File: src/rtl/dacw_pkg.sv
package dacw_pkg;
   localparam int FRAME_W = 16;
   localparam int BIT_CW  = 4;

   typedef enum logic [1:0] {
      SH_IDLE,
      SH_LOW,
      SH_HIGH,
      SH_END
   } sh_state_t;

   typedef enum logic [2:0] {
      LS_IDLE,
      LS_COUNT,
      LS_LO,
      LS_HI,
      LS_CH,
      LS_GO,
      LS_WAIT
   } ls_state_t;
endpackage

File: src/rtl/dacw_word_fmt.sv
module dacw_word_fmt #(
   parameter logic [1:0] MODE_BITS = 2'b11
) (
   input  logic [1:0]                   chan,
   input  logic [7:0]                   hi,
   input  logic [7:0]                   lo,
   output logic [dacw_pkg::FRAME_W-1:0] word
);
   logic [3:0] hi_nib;

   // upper half of the high byte is dropped before merging
   assign hi_nib = hi[3:0];
   assign word   = {chan, MODE_BITS, hi_nib, lo};
endmodule

File: src/rtl/dacw_half_timer.sv
module dacw_half_timer #(
   parameter int HALF_CYC = 2
) (
   input  logic clk,
   input  logic rst_n,
   input  logic run,
   output logic tick
);
   generate
      if (HALF_CYC == 1) begin : g_direct
         assign tick = run;
      end else begin : g_count
         localparam int CW = $clog2(HALF_CYC);
         localparam logic [CW-1:0] LAST = CW'(HALF_CYC - 1);
         logic [CW-1:0] cnt;

         assign tick = run && (cnt == LAST);

         always_ff @(posedge clk or negedge rst_n) begin
            if (!rst_n) begin
               cnt <= '0;
            end else if (!run || tick) begin
               cnt <= '0;
            end else begin
               cnt <= cnt + CW'(1);
            end
         end
      end
   endgenerate
endmodule

File: src/rtl/dacw_shifter.sv
module dacw_shifter #(
   parameter int HALF_CYC = 2
) (
   input  logic                         clk,
   input  logic                         rst_n,
   input  logic                         start,
   input  logic [dacw_pkg::FRAME_W-1:0] word,
   output logic                         cs_n,
   output logic                         sclk,
   output logic                         din,
   output logic                         busy,
   output logic                         done
);
   import dacw_pkg::*;

   localparam logic [BIT_CW-1:0] LAST_BIT = BIT_CW'(FRAME_W - 1);

   sh_state_t           state;
   logic [FRAME_W-1:0]  shreg;
   logic [BIT_CW-1:0]   bit_idx;
   logic                run;
   logic                tick;

   assign run  = (state == SH_LOW) || (state == SH_HIGH);
   assign busy = (state != SH_IDLE);

   dacw_half_timer #(.HALF_CYC(HALF_CYC)) u_timer (
      .clk  (clk),
      .rst_n(rst_n),
      .run  (run),
      .tick (tick)
   );

   always_ff @(posedge clk or negedge rst_n) begin
      if (!rst_n) begin
         state   <= SH_IDLE;
         shreg   <= '0;
         bit_idx <= '0;
         cs_n    <= 1'b1;
         sclk    <= 1'b0;
         din     <= 1'b0;
         done    <= 1'b0;
      end else begin
         done <= 1'b0;
         case (state)
            SH_IDLE: begin
               if (start) begin
                  shreg   <= word;
                  bit_idx <= '0;
                  cs_n    <= 1'b0;
                  sclk    <= 1'b0;
                  din     <= word[FRAME_W-1];
                  state   <= SH_LOW;
               end
            end
            SH_LOW: begin
               if (tick) begin
                  sclk  <= 1'b1;
                  state <= SH_HIGH;
               end
            end
            SH_HIGH: begin
               if (tick) begin
                  sclk <= 1'b0;
                  if (bit_idx == LAST_BIT) begin
                     state <= SH_END;
                  end else begin
                     bit_idx <= bit_idx + BIT_CW'(1);
                     shreg   <= {shreg[FRAME_W-2:0], 1'b0};
                     din     <= shreg[FRAME_W-2];
                     state   <= SH_LOW;
                  end
               end
            end
            default: begin
               cs_n  <= 1'b1;
               din   <= 1'b0;
               done  <= 1'b1;
               state <= SH_IDLE;
            end
         endcase
      end
   end
endmodule

File: src/rtl/dacw_list_seq.sv
module dacw_list_seq #(
   parameter int MAX_ENTRIES = 8,
   parameter int AW          = 5
) (
   input  logic          clk,
   input  logic          rst_n,
   input  logic          go,
   output logic [AW-1:0] buf_addr,
   input  logic [7:0]    buf_data,
   input  logic          sh_done,
   output logic          sh_start,
   output logic [1:0]    e_chan,
   output logic [7:0]    e_hi,
   output logic [7:0]    e_lo,
   output logic          active,
   output logic          all_done
);
   import dacw_pkg::*;

   localparam int CW = $clog2(MAX_ENTRIES + 1);
   localparam logic [7:0]    MAX_B = 8'(MAX_ENTRIES);
   localparam logic [CW-1:0] MAX_C = CW'(MAX_ENTRIES);

   ls_state_t     state;
   logic [AW-1:0] ptr;
   logic [CW-1:0] remaining;

   assign buf_addr = ptr;
   assign sh_start = (state == LS_GO);
   assign active   = (state != LS_IDLE);

   always_ff @(posedge clk or negedge rst_n) begin
      if (!rst_n) begin
         state     <= LS_IDLE;
         ptr       <= '0;
         remaining <= '0;
         e_chan    <= '0;
         e_hi      <= '0;
         e_lo      <= '0;
         all_done  <= 1'b0;
      end else begin
         all_done <= 1'b0;
         case (state)
            LS_IDLE: begin
               if (go) begin
                  ptr   <= '0;
                  state <= LS_COUNT;
               end
            end
            LS_COUNT: begin
               if (buf_data == 8'd0) begin
                  all_done <= 1'b1;
                  state    <= LS_IDLE;
               end else begin
                  remaining <= (buf_data > MAX_B) ? MAX_C : CW'(buf_data);
                  ptr       <= ptr + AW'(1);
                  state     <= LS_LO;
               end
            end
            LS_LO: begin
               e_lo  <= buf_data;
               ptr   <= ptr + AW'(1);
               state <= LS_HI;
            end
            LS_HI: begin
               e_hi  <= buf_data;
               ptr   <= ptr + AW'(1);
               state <= LS_CH;
            end
            LS_CH: begin
               e_chan <= buf_data[7:6];
               ptr    <= ptr + AW'(1);
               state  <= LS_GO;
            end
            LS_GO: begin
               state <= LS_WAIT;
            end
            default: begin
               if (sh_done) begin
                  if (remaining == CW'(1)) begin
                     all_done <= 1'b1;
                     state    <= LS_IDLE;
                  end else begin
                     remaining <= remaining - CW'(1);
                     state     <= LS_LO;
                  end
               end
            end
         endcase
      end
   end
endmodule

File: src/rtl/dac_list_writer.sv
module dac_list_writer #(
   parameter int         HALF_CYC    = 2,
   parameter int         MAX_ENTRIES = 8,
   parameter logic [1:0] MODE_BITS   = 2'b11,
   parameter int         AW          = $clog2(3 * MAX_ENTRIES + 1)
) (
   input  logic          clk,
   input  logic          rst_n,
   input  logic          wr_start,
   input  logic [1:0]    wr_chan,
   input  logic [7:0]    wr_hi,
   input  logic [7:0]    wr_lo,
   input  logic          lst_start,
   output logic [AW-1:0] buf_addr,
   input  logic [7:0]    buf_data,
   output logic          dac_cs_n,
   output logic          dac_sclk,
   output logic          dac_din,
   output logic          busy,
   output logic          wr_done,
   output logic          lst_done
);
   import dacw_pkg::*;

   generate
      if (HALF_CYC < 1) begin : g_bad_half
         $error("HALF_CYC below 1");
      end
      if (MAX_ENTRIES < 1 || MAX_ENTRIES > 255) begin : g_bad_max
         $error("MAX_ENTRIES out of 1..255");
      end
      if ((1 << AW) < 3 * MAX_ENTRIES + 1) begin : g_bad_aw
         $error("AW too narrow for the list");
      end
   endgenerate

   logic               sh_busy;
   logic               sh_start;
   logic               sh_done;
   logic               seq_active;
   logic               seq_start;
   logic [1:0]         seq_chan;
   logic [7:0]         seq_hi;
   logic [7:0]         seq_lo;
   logic               accept_wr;
   logic               accept_lst;
   logic [1:0]         fmt_chan;
   logic [7:0]         fmt_hi;
   logic [7:0]         fmt_lo;
   logic [FRAME_W-1:0] word;

   assign busy       = sh_busy | seq_active;
   assign accept_wr  = wr_start & ~busy;
   assign accept_lst = lst_start & ~busy & ~wr_start;
   assign sh_start   = accept_wr | seq_start;

   assign fmt_chan = seq_start ? seq_chan : wr_chan;
   assign fmt_hi   = seq_start ? seq_hi   : wr_hi;
   assign fmt_lo   = seq_start ? seq_lo   : wr_lo;

   dacw_word_fmt #(.MODE_BITS(MODE_BITS)) u_fmt (
      .chan(fmt_chan),
      .hi  (fmt_hi),
      .lo  (fmt_lo),
      .word(word)
   );

   dacw_shifter #(.HALF_CYC(HALF_CYC)) u_shift (
      .clk  (clk),
      .rst_n(rst_n),
      .start(sh_start),
      .word (word),
      .cs_n (dac_cs_n),
      .sclk (dac_sclk),
      .din  (dac_din),
      .busy (sh_busy),
      .done (sh_done)
   );

   dacw_list_seq #(.MAX_ENTRIES(MAX_ENTRIES), .AW(AW)) u_seq (
      .clk     (clk),
      .rst_n   (rst_n),
      .go      (accept_lst),
      .buf_addr(buf_addr),
      .buf_data(buf_data),
      .sh_done (sh_done),
      .sh_start(seq_start),
      .e_chan  (seq_chan),
      .e_hi    (seq_hi),
      .e_lo    (seq_lo),
      .active  (seq_active),
      .all_done(lst_done)
   );

   assign wr_done = sh_done;
endmodule

File: config.mk
export PLATFORM = sky130hd
export DESIGN_NAME = dac_list_writer
export DESIGN_NICKNAME = d
export VERILOG_FILES = /design/src/rtl/dacw_pkg.sv /design/src/rtl/dacw_word_fmt.sv /design/src/rtl/dacw_half_timer.sv /design/src/rtl/dacw_shifter.sv /design/src/rtl/dacw_list_seq.sv /design/src/rtl/dac_list_writer.sv
export SDC_FILE = /design/constraint.sdc
export NUM_CORES = 1
export LEC_CHECK = 0
export CAP_MARGIN = 20
export CORE_MARGIN = 5
export CORE_UTILIZATION = 53
export DETAILED_ROUTE_END_ITERATION = 10
export PLACE_DENSITY = 0.82
export SLEW_MARGIN = 20
export SYNTH_ARGS = -nofsm -noshare
export SYNTH_HDL_FRONTEND = slang
export SYNTH_SLANG_ARGS = --single-unit
export TNS_END_PERCENT = 1
File: constraint.sdc
create_clock -name clk -period 2.8 [get_ports clk]
set_input_delay 0.56 -clock clk [delete_from_list [all_inputs] [get_ports clk]]
set_output_delay 0.56 -clock clk [all_outputs]
set_load 0.02 [all_outputs]
==> impl_metrics.env <==
export IMPL_crit_arrival_ns=2.01
export IMPL_cts_resized=0
export IMPL_first_global_vias=2123
export IMPL_post_place_ws_ns=0.174
export IMPL_syn_to_final_growth_pct=18.7
export IMPL_ys_flop_type="dfrtp_1"
export IMPL_synth_warnings=0
export IMPL_synth_nets=308
export IMPL_yosysUniqueCellTypes=49
export IMPL_root_buffer="clkbuf_8"
export IMPL_ys_seq_area_share_pct=45.9
export IMPL_num_rows=26
export IMPL_finalPower_w=0.00135
export IMPL_initial_core_util_pct=55.5
export IMPL_antenna_cells=0
export IMPL_required_ns=2.24
export IMPL_cap_viol_max_count=0
export IMPL_grt_met3_usage_pct=3.26
export IMPL_portBuffers=36
export IMPL_holdCritPathClass="in -> async"
export IMPL_timing_hold_ws_ns=0.356
export IMPL_relSlewSlack_pct=54.3
export IMPL_htreeDepth=2
export IMPL_synth_cells=270
export IMPL_fin_nets=346
export IMPL_finalNonFillerCells=379
export IMPL_syn_area_per_cell_um2=10.7
export IMPL_fp_dieW_um=83.8
export IMPL_track_usage_pct=17.8
export IMPL_grt_use_met2_pct=26.9
export IMPL_critPathMaxFanout=15
export IMPL_peakVddDrop_mv=0.266
export IMPL_met1_usage_pct=25.1
export IMPL_start_kind="flip-flop"
export IMPL_max_freq_ghz=0.389
export IMPL_setup_viol=0
export IMPL_cts_sinks=53
export IMPL_netlist_area_um2=2890
export IMPL_period_share_pct=91.7
export IMPL_dpl_hpwl_um=4330
export IMPL_worstMarginPinSlew_ns=0.686
export IMPL_p_leak_nw=1.54
export IMPL_critPathCaptureType="output pin"
export IMPL_finalClockSkew_ns=0.0151
export IMPL_drc_errors=0
export IMPL_cts_setup_buffers=0
export IMPL_ant_nets=0
export IMPL_period_minus_slack_ns=2.57
export IMPL_dp_cells=371
export IMPL_ioPinCount=41
export IMPL_insertion_delay_ns=0.31
export IMPL_synth_edf_count=0
export IMPL_yosys_register_bits=53
export IMPL_cts_buffers=5
export IMPL_cts_tree="built"
export IMPL_grt_pass1_wl_um=10100
export IMPL_overflow=0
export IMPL_finalHoldViolCount=0
export IMPL_fin_tns_setup_ns=0
export IMPL_drt_iter0_drc=164
export IMPL_die_area_um2=7030
export IMPL_slew_viol_final=0
export IMPL_gp_congestion=0.830
export IMPL_async_flop_share_pct=100
export IMPL_die_h_um=83.8
export IMPL_clkSlewWorstSetupHoldPaths_ns=0.10
export IMPL_crit_type="reg -> out"
export IMPL_core_um2=5200
export IMPL_vias=2223
export IMPL_status="finished clean"
export IMPL_drive_above_1_share_pct=18.1
export IMPL_finalWorstSetupSlack_ns=0.231
export IMPL_finalWirelength_um=5970
export IMPL_avgViaCountPerCell=5.87
export IMPL_routedWlPerCell_um=15.7
export IMPL_rsz0062_at_grt="false"
export IMPL_powerDensity_nw_per_um2=394
export IMPL_grt_busiest_layer="met2"
export IMPL_grt_max_degree=54
export IMPL_dr_pass1_iters=4
export IMPL_ctsHoldBuffers=0
export IMPL_clockBufferDepth=2
export IMPL_antenna_found_initial=0
## layer usage
metal  vias up  wire length [µm]  part of all wire [%]
met5         -                 0                     0
met4         0               102                   1.7
met3        12               311                   5.2
met2        54              2770                    46
met1      1082              2780                    47
li1       1075                 -                     -
## metrics by stage
step | util, % | cell area, µm²
floorplan | - | 2890
global placement | 64.2 | 3340
detailed placement | 64.2 | 3340
CTS | 65.9 | 3430
global route | 65.9 | 3430
finish | 65.9 | 3430
## cell usage in the layout, fill, tap and decap left out, types with 2 or more instances in the layout
| cell type | instances |
|---|---|
| or4_1 | 2 |
| o21ai_0 | 22 |
| nor2_1 | 15 |
| o21a_1 | 2 |
| clkbuf_1 | 2 |
| mux2_2 | 30 |
| ha_1 | 8 |
| nand3b_1 | 2 |
| or3_1 | 2 |
| nor3b_2 | 2 |
| dfrtp_1 | 52 |
| mux2i_1 | 14 |
| nand3_1 | 8 |
| nor3_1 | 4 |
| o22ai_1 | 2 |
| nand2_1 | 26 |
| a21oi_1 | 5 |
| a21boi_0 | 4 |
| nand2b_1 | 5 |
| o31ai_1 | 5 |
| a221oi_1 | 2 |
| clkdlybuf4s50_1 | 35 |
| nor2b_1 | 2 |
| a211oi_1 | 4 |
| o41ai_1 | 5 |
| or4_4 | 2 |
| inv_1 | 8 |
| buf_4 | 6 |
| a221o_1 | 3 |
| clkbuf_8 | 6 |
| a21o_1 | 3 |
## power by group
group | total (W) | switching [W] | internal [W]
sequential | 0.000797 | 0.0000121 | 0.000784
clock | 0.000448 | 0.000246 | 0.000202
combinational | 0.000107 | 0.0000474 | 0.0000598
## layout make-up
type,count,area [µm²]
Clock buffer,8,90.1
Fill cell,408,1770
Inverter,8,30.0
Multi-Input combinational cell,197,1480
Sequential cell,53,1330
Tap cell,70,87.6
Timing Repair Buffer,43,420
## cells by family after synthesis
family	synth area share, %
flip-flops	45.9
adder cells (fa/ha/maj)	3.46
AO/OA/AOI/OAI	16.3
buffers and inverters	3.03
AND/OR/NAND/NOR	14.8
multiplexers	16.5
## registers in the layout, indices dropped and copies added, names as in the netlist, 2 cells and up
| name | flops |
|---|---|
| u_shift.shreg | 15 |
| u_seq.e_lo | 8 |
| u_seq.buf_addr | 5 |
| u_seq.e_hi | 4 |
| u_seq.remaining | 4 |
| u_shift.bit_idx | 4 |
| u_seq.state | 3 |
| u_seq.e_chan | 2 |
| u_shift.state | 2 |
## worst paths after layout
path                                            endpoint                          from  cells past startpoint  slack [ns]
setup / recovery                                    busy  u_shift.state[0]$_DFFE_PN0P_                      4        0.23
hold / removal             u_seq.buf_addr[3]$_DFFE_PN0P_                         rst_n                      2        0.36
setup reg to reg            u_shift.shreg[3]$_DFFE_PN0P_  u_shift.state[0]$_DFFE_PN0P_                      7        0.45
hold reg to reg                 u_shift.cs_n$_DFFE_PN1P_      u_shift.cs_n$_DFFE_PN1P_                      2        0.48
max in group asynchronous      u_seq.e_lo[5]$_DFFE_PN0P_                         rst_n                      2        1.97
min in group clk                u_shift.cs_n$_DFFE_PN1P_      u_shift.cs_n$_DFFE_PN1P_                      2        0.48
## Yosys cell counts (all sizes together), types with 2 or more instances
| master | instances | area [µm²] |
|---|---|---|
| a21o | 3 | 22.5 |
| clkbuf | 7 | 26.3 |
| or3b | 2 | 17.5 |
| a211oi | 4 | 30.0 |
| nor3b | 3 | 32.5 |
| nand3b | 2 | 15.0 |
| o21a | 2 | 15.0 |
| a221oi | 2 | 17.5 |
| a21boi | 4 | 30.0 |
| or4 | 4 | 37.5 |
| a22oi | 2 | 20.0 |
| a21oi | 5 | 25.0 |
| nand2 | 26 | 97.6 |
| mux2i | 14 | 140 |
| o21ai | 22 | 110 |
| ha | 8 | 100 |
| nor2b | 2 | 12.5 |
| nand2b | 5 | 31.3 |
| o31ai | 6 | 50.1 |
| nor3 | 4 | 20.0 |
| inv | 8 | 30.0 |
| or3 | 2 | 12.5 |
| o22ai | 2 | 12.5 |
| nand3 | 8 | 40.0 |
| o41ai | 5 | 43.8 |
| buf | 5 | 31.3 |
| dfrtp | 52 | 1300 |
| a221o | 3 | 30.0 |
| mux2 | 30 | 338 |
| nor2 | 16 | 67.6 |
## critical path: stages (launching register included)
cell and delay (ns):
dfrtp_1 0.43, inv_1 0.14, ha_1 0.48, nand2_1 0.09, clkdlybuf4s50_1 0.55
Power figures use the tool's default switching activity.
